==> src/rtl/ecc_syn_pkg.sv <==
package ecc_syn_pkg;

  // number of even/odd parity pairs in one code
  localparam int PAIRS  = 12;
  localparam int CODE_W = 2 * PAIRS;
  localparam int IDX_W  = 3;
  localparam int OFF_W  = PAIRS - IDX_W;
  localparam int CNT_W  = $clog2(CODE_W + 1);

  typedef enum logic [1:0] {
    ST_CLEAN   = 2'b00,
    ST_FIXABLE = 2'b01,
    ST_FATAL   = 2'b10
  } eccStatus_e;

  typedef struct packed {
    logic load;
  } ctrlStrobe_t;

endpackage

==> src/rtl/ecc_syn_reorder.sv <==
// Maps a packed 3-byte code onto the ordered vector:
// bit 2k = even parity of weight 2^k, bit 2k+1 = odd parity of weight 2^k.
module ecc_syn_reorder
  import ecc_syn_pkg::*;
(
  input  logic [CODE_W-1:0] codeIn,
  output logic [CODE_W-1:0] orderedOut
);

  localparam int LOW_PAIRS = 8;

  for (genvar k = 0; k < PAIRS; k++) begin : g_pair
    if (k < LOW_PAIRS) begin : g_low
      assign orderedOut[2*k]     = codeIn[k];
      assign orderedOut[2*k + 1] = codeIn[8 + k];
    end else begin : g_high
      assign orderedOut[2*k]     = codeIn[16 + (k - LOW_PAIRS)];
      assign orderedOut[2*k + 1] = codeIn[20 + (k - LOW_PAIRS)];
    end
  end

endmodule

==> src/rtl/ecc_syn_ctrl.sv <==
module ecc_syn_ctrl
  import ecc_syn_pkg::*;
(
  input  logic        clk,
  input  logic        rstN,
  input  logic        start,
  output ctrlStrobe_t strb,
  output logic        done
);

  logic doneQ;

  always_comb begin
    strb.load = start;
  end

  always_ff @(posedge clk) begin
    if (!rstN) doneQ <= 1'b0;
    else       doneQ <= start;
  end

  assign done = doneQ;

endmodule

==> src/rtl/ecc_syn_datapath.sv <==
module ecc_syn_datapath
  import ecc_syn_pkg::*;
(
  input  logic              clk,
  input  logic              rstN,
  input  ctrlStrobe_t       strb,
  input  logic [CODE_W-1:0] storedCode,
  input  logic [CODE_W-1:0] calcCode,
  output logic [1:0]        status,
  output logic [OFF_W-1:0]  byteOffset,
  output logic [IDX_W-1:0]  bitIndex
);

  logic [CODE_W-1:0] ordStored;
  logic [CODE_W-1:0] ordCalc;
  logic [CODE_W-1:0] synd;
  logic [CNT_W-1:0]  onesCnt;
  logic              isErased;
  eccStatus_e        statusNext;
  logic [OFF_W-1:0]  offRaw;
  logic [IDX_W-1:0]  idxRaw;
  logic [OFF_W-1:0]  offNext;
  logic [IDX_W-1:0]  idxNext;
  eccStatus_e        statusQ;
  logic [OFF_W-1:0]  offQ;
  logic [IDX_W-1:0]  idxQ;

  ecc_syn_reorder u_ordStored (.codeIn(storedCode), .orderedOut(ordStored));
  ecc_syn_reorder u_ordCalc   (.codeIn(calcCode),   .orderedOut(ordCalc));

  assign synd     = ordStored ^ ordCalc;
  assign isErased = (storedCode == {CODE_W{1'b1}}) && (calcCode == '0);

  always_comb begin
    onesCnt = '0;
    for (int i = 0; i < CODE_W; i++) begin
      onesCnt = onesCnt + CNT_W'(synd[i]);
    end
  end

  // error address lives in the odd-parity positions
  for (genvar j = 0; j < IDX_W; j++) begin : g_idx
    assign idxRaw[j] = synd[2*j + 1];
  end
  for (genvar j = 0; j < OFF_W; j++) begin : g_off
    assign offRaw[j] = synd[2*(j + IDX_W) + 1];
  end

  always_comb begin
    if (onesCnt == '0) begin
      statusNext = ST_CLEAN;
    end else if (onesCnt == CNT_W'(PAIRS)) begin
      statusNext = ST_FIXABLE;
    end else if ((onesCnt == CNT_W'(1)) || (onesCnt == CNT_W'(PAIRS - 1))) begin
      statusNext = ST_FATAL;
    end else if (isErased) begin
      statusNext = ST_CLEAN;
    end else begin
      statusNext = ST_FATAL;
    end
    offNext = (statusNext == ST_FIXABLE) ? offRaw : '0;
    idxNext = (statusNext == ST_FIXABLE) ? idxRaw : '0;
  end

  always_ff @(posedge clk) begin
    if (!rstN) begin
      statusQ <= ST_CLEAN;
      offQ    <= '0;
      idxQ    <= '0;
    end else if (strb.load) begin
      statusQ <= statusNext;
      offQ    <= offNext;
      idxQ    <= idxNext;
    end
  end

  assign status     = statusQ;
  assign byteOffset = offQ;
  assign bitIndex   = idxQ;

endmodule

==> src/rtl/ecc_syndrome_check.sv <==
module ecc_syndrome_check
  import ecc_syn_pkg::*;
(
  input  logic              clk,
  input  logic              rstN,
  input  logic              start,
  input  logic [CODE_W-1:0] storedCode,
  input  logic [CODE_W-1:0] calcCode,
  output logic              done,
  output logic [1:0]        status,
  output logic [OFF_W-1:0]  byteOffset,
  output logic [IDX_W-1:0]  bitIndex
);

  ctrlStrobe_t strb;

  ecc_syn_ctrl u_ctrl (
    .clk   (clk),
    .rstN  (rstN),
    .start (start),
    .strb  (strb),
    .done  (done)
  );

  ecc_syn_datapath u_dp (
    .clk        (clk),
    .rstN       (rstN),
    .strb       (strb),
    .storedCode (storedCode),
    .calcCode   (calcCode),
    .status     (status),
    .byteOffset (byteOffset),
    .bitIndex   (bitIndex)
  );

endmodule

==> config.mk <==
export PLATFORM = sky130hd
export DESIGN_NAME = ecc_syndrome_check
export DESIGN_NICKNAME = d
export VERILOG_FILES = /design/src/rtl/ecc_syn_pkg.sv /design/src/rtl/ecc_syn_reorder.sv /design/src/rtl/ecc_syn_ctrl.sv /design/src/rtl/ecc_syn_datapath.sv /design/src/rtl/ecc_syndrome_check.sv
export SDC_FILE = /design/constraint.sdc
export NUM_CORES = 1
export LEC_CHECK = 0
export ABC_AREA = 1
export BUFFER_PORTS_ARGS = -buffer_cell sky130_fd_sc_hd__clkbuf_2
export CORE_MARGIN = 2
export CORE_UTILIZATION = 57
export CTS_BUF_LIST = sky130_fd_sc_hd__clkbuf_8
export DETAILED_ROUTE_END_ITERATION = 10
export HOLD_SLACK_MARGIN = 0.02
export PLACE_DENSITY = 0.89
export REMOVE_ABC_BUFFERS = 1
export SLEW_MARGIN = 20
export SYNTH_ARGS = -nofsm -noshare
export SYNTH_HDL_FRONTEND = slang
export SYNTH_HIERARCHICAL = 1
export SYNTH_SLANG_ARGS = --single-unit
==> constraint.sdc <==
create_clock -name clk -period 10.4 [get_ports clk]
set_input_delay 0.52 -clock clk [delete_from_list [all_inputs] [get_ports clk]]
set_output_delay 0.52 -clock clk [all_outputs]
set_load 0.005 [all_outputs]
# After elaboration in Yosys (flattened, before gate mapping)
# Cells that the tools add are included.
word_totals:
  regBits: 15
  out_inout_bits: 15
  wordCells: 43
op_classes:
  add_sub_neg: 23
  n_eq_ne: 5
  n_mux: 6
  n_bitwise: 1
  reduce_logical: 4
ops:
  columns: ["operator", "n"]
  rows:
  - ["5-bit by 1-bit adder with 5-bit output", 22]
  - ["24-bit equality test, second input constant", 1]
  - ["24-bit zero test", 1]
  - ["24-bit XOR", 1]
  - ["5-bit by 4-bit equality test with 1-bit output, second input constant", 2]
  - ["9-bit 2-to-1 mux", 1]
  - ["2-bit 2-to-1 mux", 4]
  - ["5-bit by 1-bit equality test with 1-bit output, second input constant", 1]
  - ["5-bit zero test", 1]
  - ["3-bit 2-to-1 mux", 1]
  - ["1-bit by 1-bit adder with 2-bit output", 1]
  - ["2-bit by 1-bit equality test with 1-bit output, second input constant", 1]
  - ["1-bit logical AND", 1]
  - ["1-bit logical OR", 1]

# Logic depth before layout (Yosys ltp)
depth:
  word_depth: 31
  mapped_depth: 23
  ltp_nobuf: 22

# Modules after synthesis
# Netlist, hierarchy kept.
by_module_without_submodules:
  columns: ["module", "instances", "cells_each", "area_each_um2", "seq_area_each_um2"]
  rows:
  - ["ecc_syn_datapath", 1, 207, 1611.5, 280.3]
  - ["ecc_syn_reorder", 2, 24, 180.2, 0.0]
  - ["ecc_syn_ctrl", 1, 4, 35.0, 20.0]

# Worst setup path after synthesis
# OpenSTA, ideal clock, no wires.
synth_path:
  path_kind: "in2reg"
  from: "in calcCode[10]"
  to: "reg u_dp.idxQ[2] (netlist: u_dp/bitIndex[2])"
  t_arrival_ps: 4956
  t_required_ps: 10334
  setup_slack_ps: 5378
  path_stages: 19
  n_path_buf: 2
  path_cell_list: "buf_4 > xor2_1 > inv_1 > fa_1 > fa_1 > fa_1 > fa_1 > inv_1 > fa_1 > ha_1 > fa_1 > nor2_1 > nand4_1 > nor2_2 > nand2_2 > nor2_4 > buf_12 > nand2_2 > a21oi_2"
synth_between:
  elab_chain_len: 27
synth_rtl:
  columns: ["item", "line_no", "rtl"]
  rows:
  - ["start: declaration", "ecc_syndrome_check.sv:8", "input logic [CODE_W-1:0] calcCode,"]
  - ["24-bit XOR", "ecc_syn_datapath.sv:31", "assign synd = ordStored ^ ordCalc;"]
  - ["5-bit by 1-bit adder with 5-bit output (19 in series)", "ecc_syn_datapath.sv:37", "onesCnt = onesCnt + CNT_W'(synd[i]);"]
  - ["5-bit by 1-bit equality test with 1-bit output / 5-bit by 4-bit equality test with 1-bit output (equally long branches)", "ecc_syn_datapath.sv:54", "end else if ((onesCnt == CNT_W'(1)) || (onesCnt == CNT_W'(PAIRS - 1))) begin"]
  - ["1-bit logical OR", "ecc_syn_datapath.sv:54", null]
  - ["2-bit 2-to-1 mux", "ecc_syn_datapath.sv:54", null]
  - ["2-bit 2-to-1 mux", "ecc_syn_datapath.sv:52", "end else if (onesCnt == CNT_W'(PAIRS)) begin"]
  - ["2-bit 2-to-1 mux", "ecc_syn_datapath.sv:50", "if (onesCnt == '0) begin"]
  - ["2-bit by 1-bit equality test with 1-bit output", "ecc_syn_datapath.sv:62", "idxNext = (statusNext == ST_FIXABLE) ? idxRaw : '0;"]
  - ["3-bit 2-to-1 mux (*)", "ecc_syn_datapath.sv:62", null]
  - ["end signal: assignment", "ecc_syn_datapath.sv:73", "idxQ <= idxNext;"]
  - ["end: declaration", "ecc_syn_datapath.sv:26", "logic [IDX_W-1:0] idxQ;"]
# Every way passes the cells marked *; elsewhere a longest branch is shown, timed or not.
# A chain may end at the register's enable or synchronous reset.

# Worst setup path in the final report
layout_path:
  from: "in calcCode[10]"
  to: "reg u_dp.offQ[3] (netlist: u_dp/byteOffset[3])"
layout_between:
  elab_chain_len: 27
layout_rtl:
  columns: ["item", "line_no", "rtl"]
  rows:
  - ["24-bit XOR", "ecc_syn_datapath.sv:31", null]
  - ["5-bit by 1-bit adder with 5-bit output (19 in series)", "ecc_syn_datapath.sv:37", null]
  - ["5-bit by 1-bit equality test with 1-bit output / 5-bit by 4-bit equality test with 1-bit output (equally long branches)", "ecc_syn_datapath.sv:54", null]
  - ["1-bit logical OR", "ecc_syn_datapath.sv:54", null]
  - ["2-bit 2-to-1 mux", "ecc_syn_datapath.sv:54", null]
  - ["2-bit 2-to-1 mux", "ecc_syn_datapath.sv:52", null]
  - ["2-bit 2-to-1 mux (*)", "ecc_syn_datapath.sv:50", null]
  - ["2-bit by 1-bit equality test with 1-bit output (*)", "ecc_syn_datapath.sv:61", "offNext = (statusNext == ST_FIXABLE) ? offRaw : '0;"]
  - ["9-bit 2-to-1 mux (*)", "ecc_syn_datapath.sv:61", null]
  - ["end signal: assignment", "ecc_syn_datapath.sv:72", "offQ <= offNext;"]
  - ["end: declaration", "ecc_syn_datapath.sv:25", "logic [OFF_W-1:0] offQ;"]
# Marks and branches as above.

==> impl_metrics.ini <==
[status]
status = finished, final reports clean

[detailed_routing]
antenna_violating_nets_post_route = 0
route.vias.total = 1491
drt-total-wl_mm = 3.51
firstDrtPassIters = 4
vias_per_cell = 4.63
wl_per_cell_um = 10.9
drt_iter0_markers = 36
drc = 0

[power_and_ir_drop]
leakagePower_nw = 0.977
clock_power_share = 0.060
power-per-cell-area_nw_per_um2 = 392
combinational_power_share = 0.834
power.net_switching_uw = 419
internal_power_summed_over_all_cells_uw = 374
irDropWorstVdd_uv = 207
seq_power_share = 0.106
power.share.switching = 0.528
overall_power_of_the_completed_layout_uw = 793

[floorplan]
rows = 21
die_height_um = 63.3
floorplan.die_area_um2 = 4010
placeableCoreArea_um2 = 3360
die_width_um = 63.3
boundaryPins = 66
initial_core_util = 0.597

[critical_path]
ff2ff_setup_slack_ns = 9.76
critical_path_peak_fanout = 12
r2r-start = u_dp/status[0]
reg2reg_depth = 2
setup.worst_path.class = in -> reg
start_kind = input pin
critical_path_arrival_ns = 5.29
worstSetupEndpointType = flop
ff_to_ff_end = u_dp/status[0]
cp_data_required_time_ns = 10.58

[grt]
grt_start_max_net_pins = 15
grt.met2_usage = 0.341
globalRouteMet3Util = 0.0518
globalRoute.totalOverflow = 0
grt_most_used_layer = met2
grt.met1_usage = 0.219
gr-usage-all-layers = 0.190
grt_antenna_before_repair = 0
first_pass_grt_wire_length_mm = 5.98
first_global_vias = 1448

[cells_and_area]
area_delta_synth_final_pct = 0.935
register_area_um2 = 300
most_frequent_cells_in_the_layout = sky130_fd_sc_hd__clkbuf_2, sky130_fd_sc_hd__nand2_1, sky130_fd_sc_hd__inv_1
layout.core_utilization = 0.602
layout_commonest_cell = sky130_fd_sc_hd__clkbuf_2
insertedDiodeCount = 0
fraction_of_layout_instances_using_a_drive_strength_above_1 = 0.341
multiInputGateArea_um2 = 1190
fillers = 326
finish.net_count = 351

[worst_hold_path]
hold-path-cell-count = 2
min_to = u_dp/byteOffset[3]
min_from = u_dp/byteOffset[3]
worst_hold_path_type = reg -> reg

[clock_tree]
tritoncts = built
tritoncts.num_buffers = 3
clock_transition_at_the_registers_of_the_reported_paths_ns = 0.06
cts_num_sinks = 15
postCtsResizedCells = 0
ctsRootBufferMaster = sky130_fd_sc_hd__clkbuf_8
clk-insertion-delay-late_ns = 0.25
cts.path.max_buffers = 2
post_cts.repair.setup_buffers = 0
cts.htree.levels = 1
hold_buffers = 0

[sta]
final-hold-violation-count = 0
final_total_negative_setup_slack_ns = 0
min_period_over_period = 0.491
tightest_slew_ns = 0.582
fin_crit_ns = 5.11
finalSetupViolations = 0
slew_violations = 0
max_freq_mhz = 196
setup_repair_after_global_routing_missed_its_margin = no
timing.clock.skew_ns = 0
relSlewSlack = 0.611

[place]
port_buffers = 65
gp_congestion = 0.834
dpl.hpwl_mm = 3.15

[logic_synthesis]
fraction_of_the_yosys_area_taken_by_sequential_cells = 0.150
synth_warn = 6
post_synth_instance_area_um2 = 2010
ys_types = 21
avgSynthCellArea_um2 = 7.75
post_synth_inst_count = 259
synth.ff_latch_count = 15

[flow_run]
max-cap-violations = 0
## power groups by stage
stage               sequential [mW]  combinational (mW)  clock [mW]
global route                 0.0869               0.767      0.0518
finish                       0.0843               0.662      0.0476
CTS                          0.0845               0.667      0.0486
floorplan                    0.0862               0.527           0
detailed placement           0.0854               0.664           0
global placement             0.0852               0.628           0
## registers in the layout, summed over array words and instances, names as in the netlist
| register | count |
|---|---|
| u_dp/status | 2 |
| u_ctrl/done | 1 |
| u_dp/bitIndex | 3 |
| u_dp/byteOffset | 9 |
## cell type report
| class | count | share of cell area |
|---|---|---|
| well taps | 46 | 0.0284 |
| inverters | 29 | 0.0537 |
| clock inverters | 1 | 0.00247 |
| multi-input cells | 163 | 0.586 |
| repair buffers | 65 | 0.161 |
| flip-flops and latches | 15 | 0.148 |
| clock buffers | 3 | 0.0204 |
## how the worst max path moves through the flow
stage / slack, ns / to / start / depth (start not counted)
after floorplan: 5.43 / u_dp/byteOffset[3] / calcCode[10] / 17
after global placement: 5.15 / u_dp/bitIndex[1] / calcCode[10] / 18
after detailed placement: 4.99 / u_dp/byteOffset[3] / calcCode[10] / 18
after CTS: 5.25 / u_dp/byteOffset[3] / calcCode[10] / 18
after global routing: 4.98 / u_dp/byteOffset[3] / calcCode[10] / 18
final: 5.29 / u_dp/byteOffset[3] / calcCode[10] / 18
## critical path, stage by stage
cell and delay, ns:
sky130_fd_sc_hd__clkbuf_2 0.10, sky130_fd_sc_hd__xor2_1 0.22, sky130_fd_sc_hd__inv_1 0.09, sky130_fd_sc_hd__fa_1 0.57, sky130_fd_sc_hd__fa_1 0.44, sky130_fd_sc_hd__fa_1 0.51
sky130_fd_sc_hd__fa_1 0.55, sky130_fd_sc_hd__inv_1 0.06, sky130_fd_sc_hd__fa_1 0.48, sky130_fd_sc_hd__ha_1 0.25, sky130_fd_sc_hd__fa_1 0.48, sky130_fd_sc_hd__nor2_1 0.11
sky130_fd_sc_hd__nand4_1 0.13, sky130_fd_sc_hd__nor2_2 0.12, sky130_fd_sc_hd__nand2_2 0.09, sky130_fd_sc_hd__nor2_4 0.33, sky130_fd_sc_hd__nand2_1 0.11, sky130_fd_sc_hd__a21oi_1 0.13
## cell families (layout without fill, tap and decap cells)
logic type | after synthesis | count (layout) | share of synthesized area
xor gates and xnor gates | 25 | 25 | 0.109
AOI/OAI and AO/OA | 16 | 16 | 0.0586
DFF | 15 | 15 | 0.150
and+or+nand+nor | 99 | 99 | 0.217
adders and majority gates | 23 | 23 | 0.207
buffers and inverters | 81 | 98 | 0.259
## routing by layer
layer  routed length (um)  share of wire
met3                  220          0.063
met1                 1470           0.42
met5                    0              0
met2                 1770           0.50
met4                   53          0.015
## Yosys cell counts (all sizes together)
| cell | instances | area (um2) |
|---|---|---|
| nand4 | 2 | 12.5 |
| dlygate4sd1 | 1 | 8.76 |
| nand2 | 59 | 249 |
| xor2 | 4 | 35.0 |
| o21ai | 1 | 5.00 |
| fa | 17 | 340 |
| nor2 | 29 | 119 |
| clkbuf | 1 | 13.8 |
| xnor2 | 21 | 184 |
| buf | 50 | 388 |
| nand3 | 9 | 55.1 |
| inv | 29 | 109 |
| dfxtp | 15 | 300 |
| ha | 6 | 75.1 |
| a21oi | 15 | 113 |
## stage by stage
stage	hold WS [ns]	cells	instance area, um2	setup WS, ns
2_1_floorplan	0.462	207	1600	5.43
3_3_place_gp	0.459	318	1980	5.15
3_5_place_dp	0.466	318	1980	4.99
4_1_cts	0.476	322	2030	5.25
5_1_grt	0.494	322	2030	4.98
6_report	0.475	322	2030	5.29
Note: power is estimated with default switching activity, not from simulation.
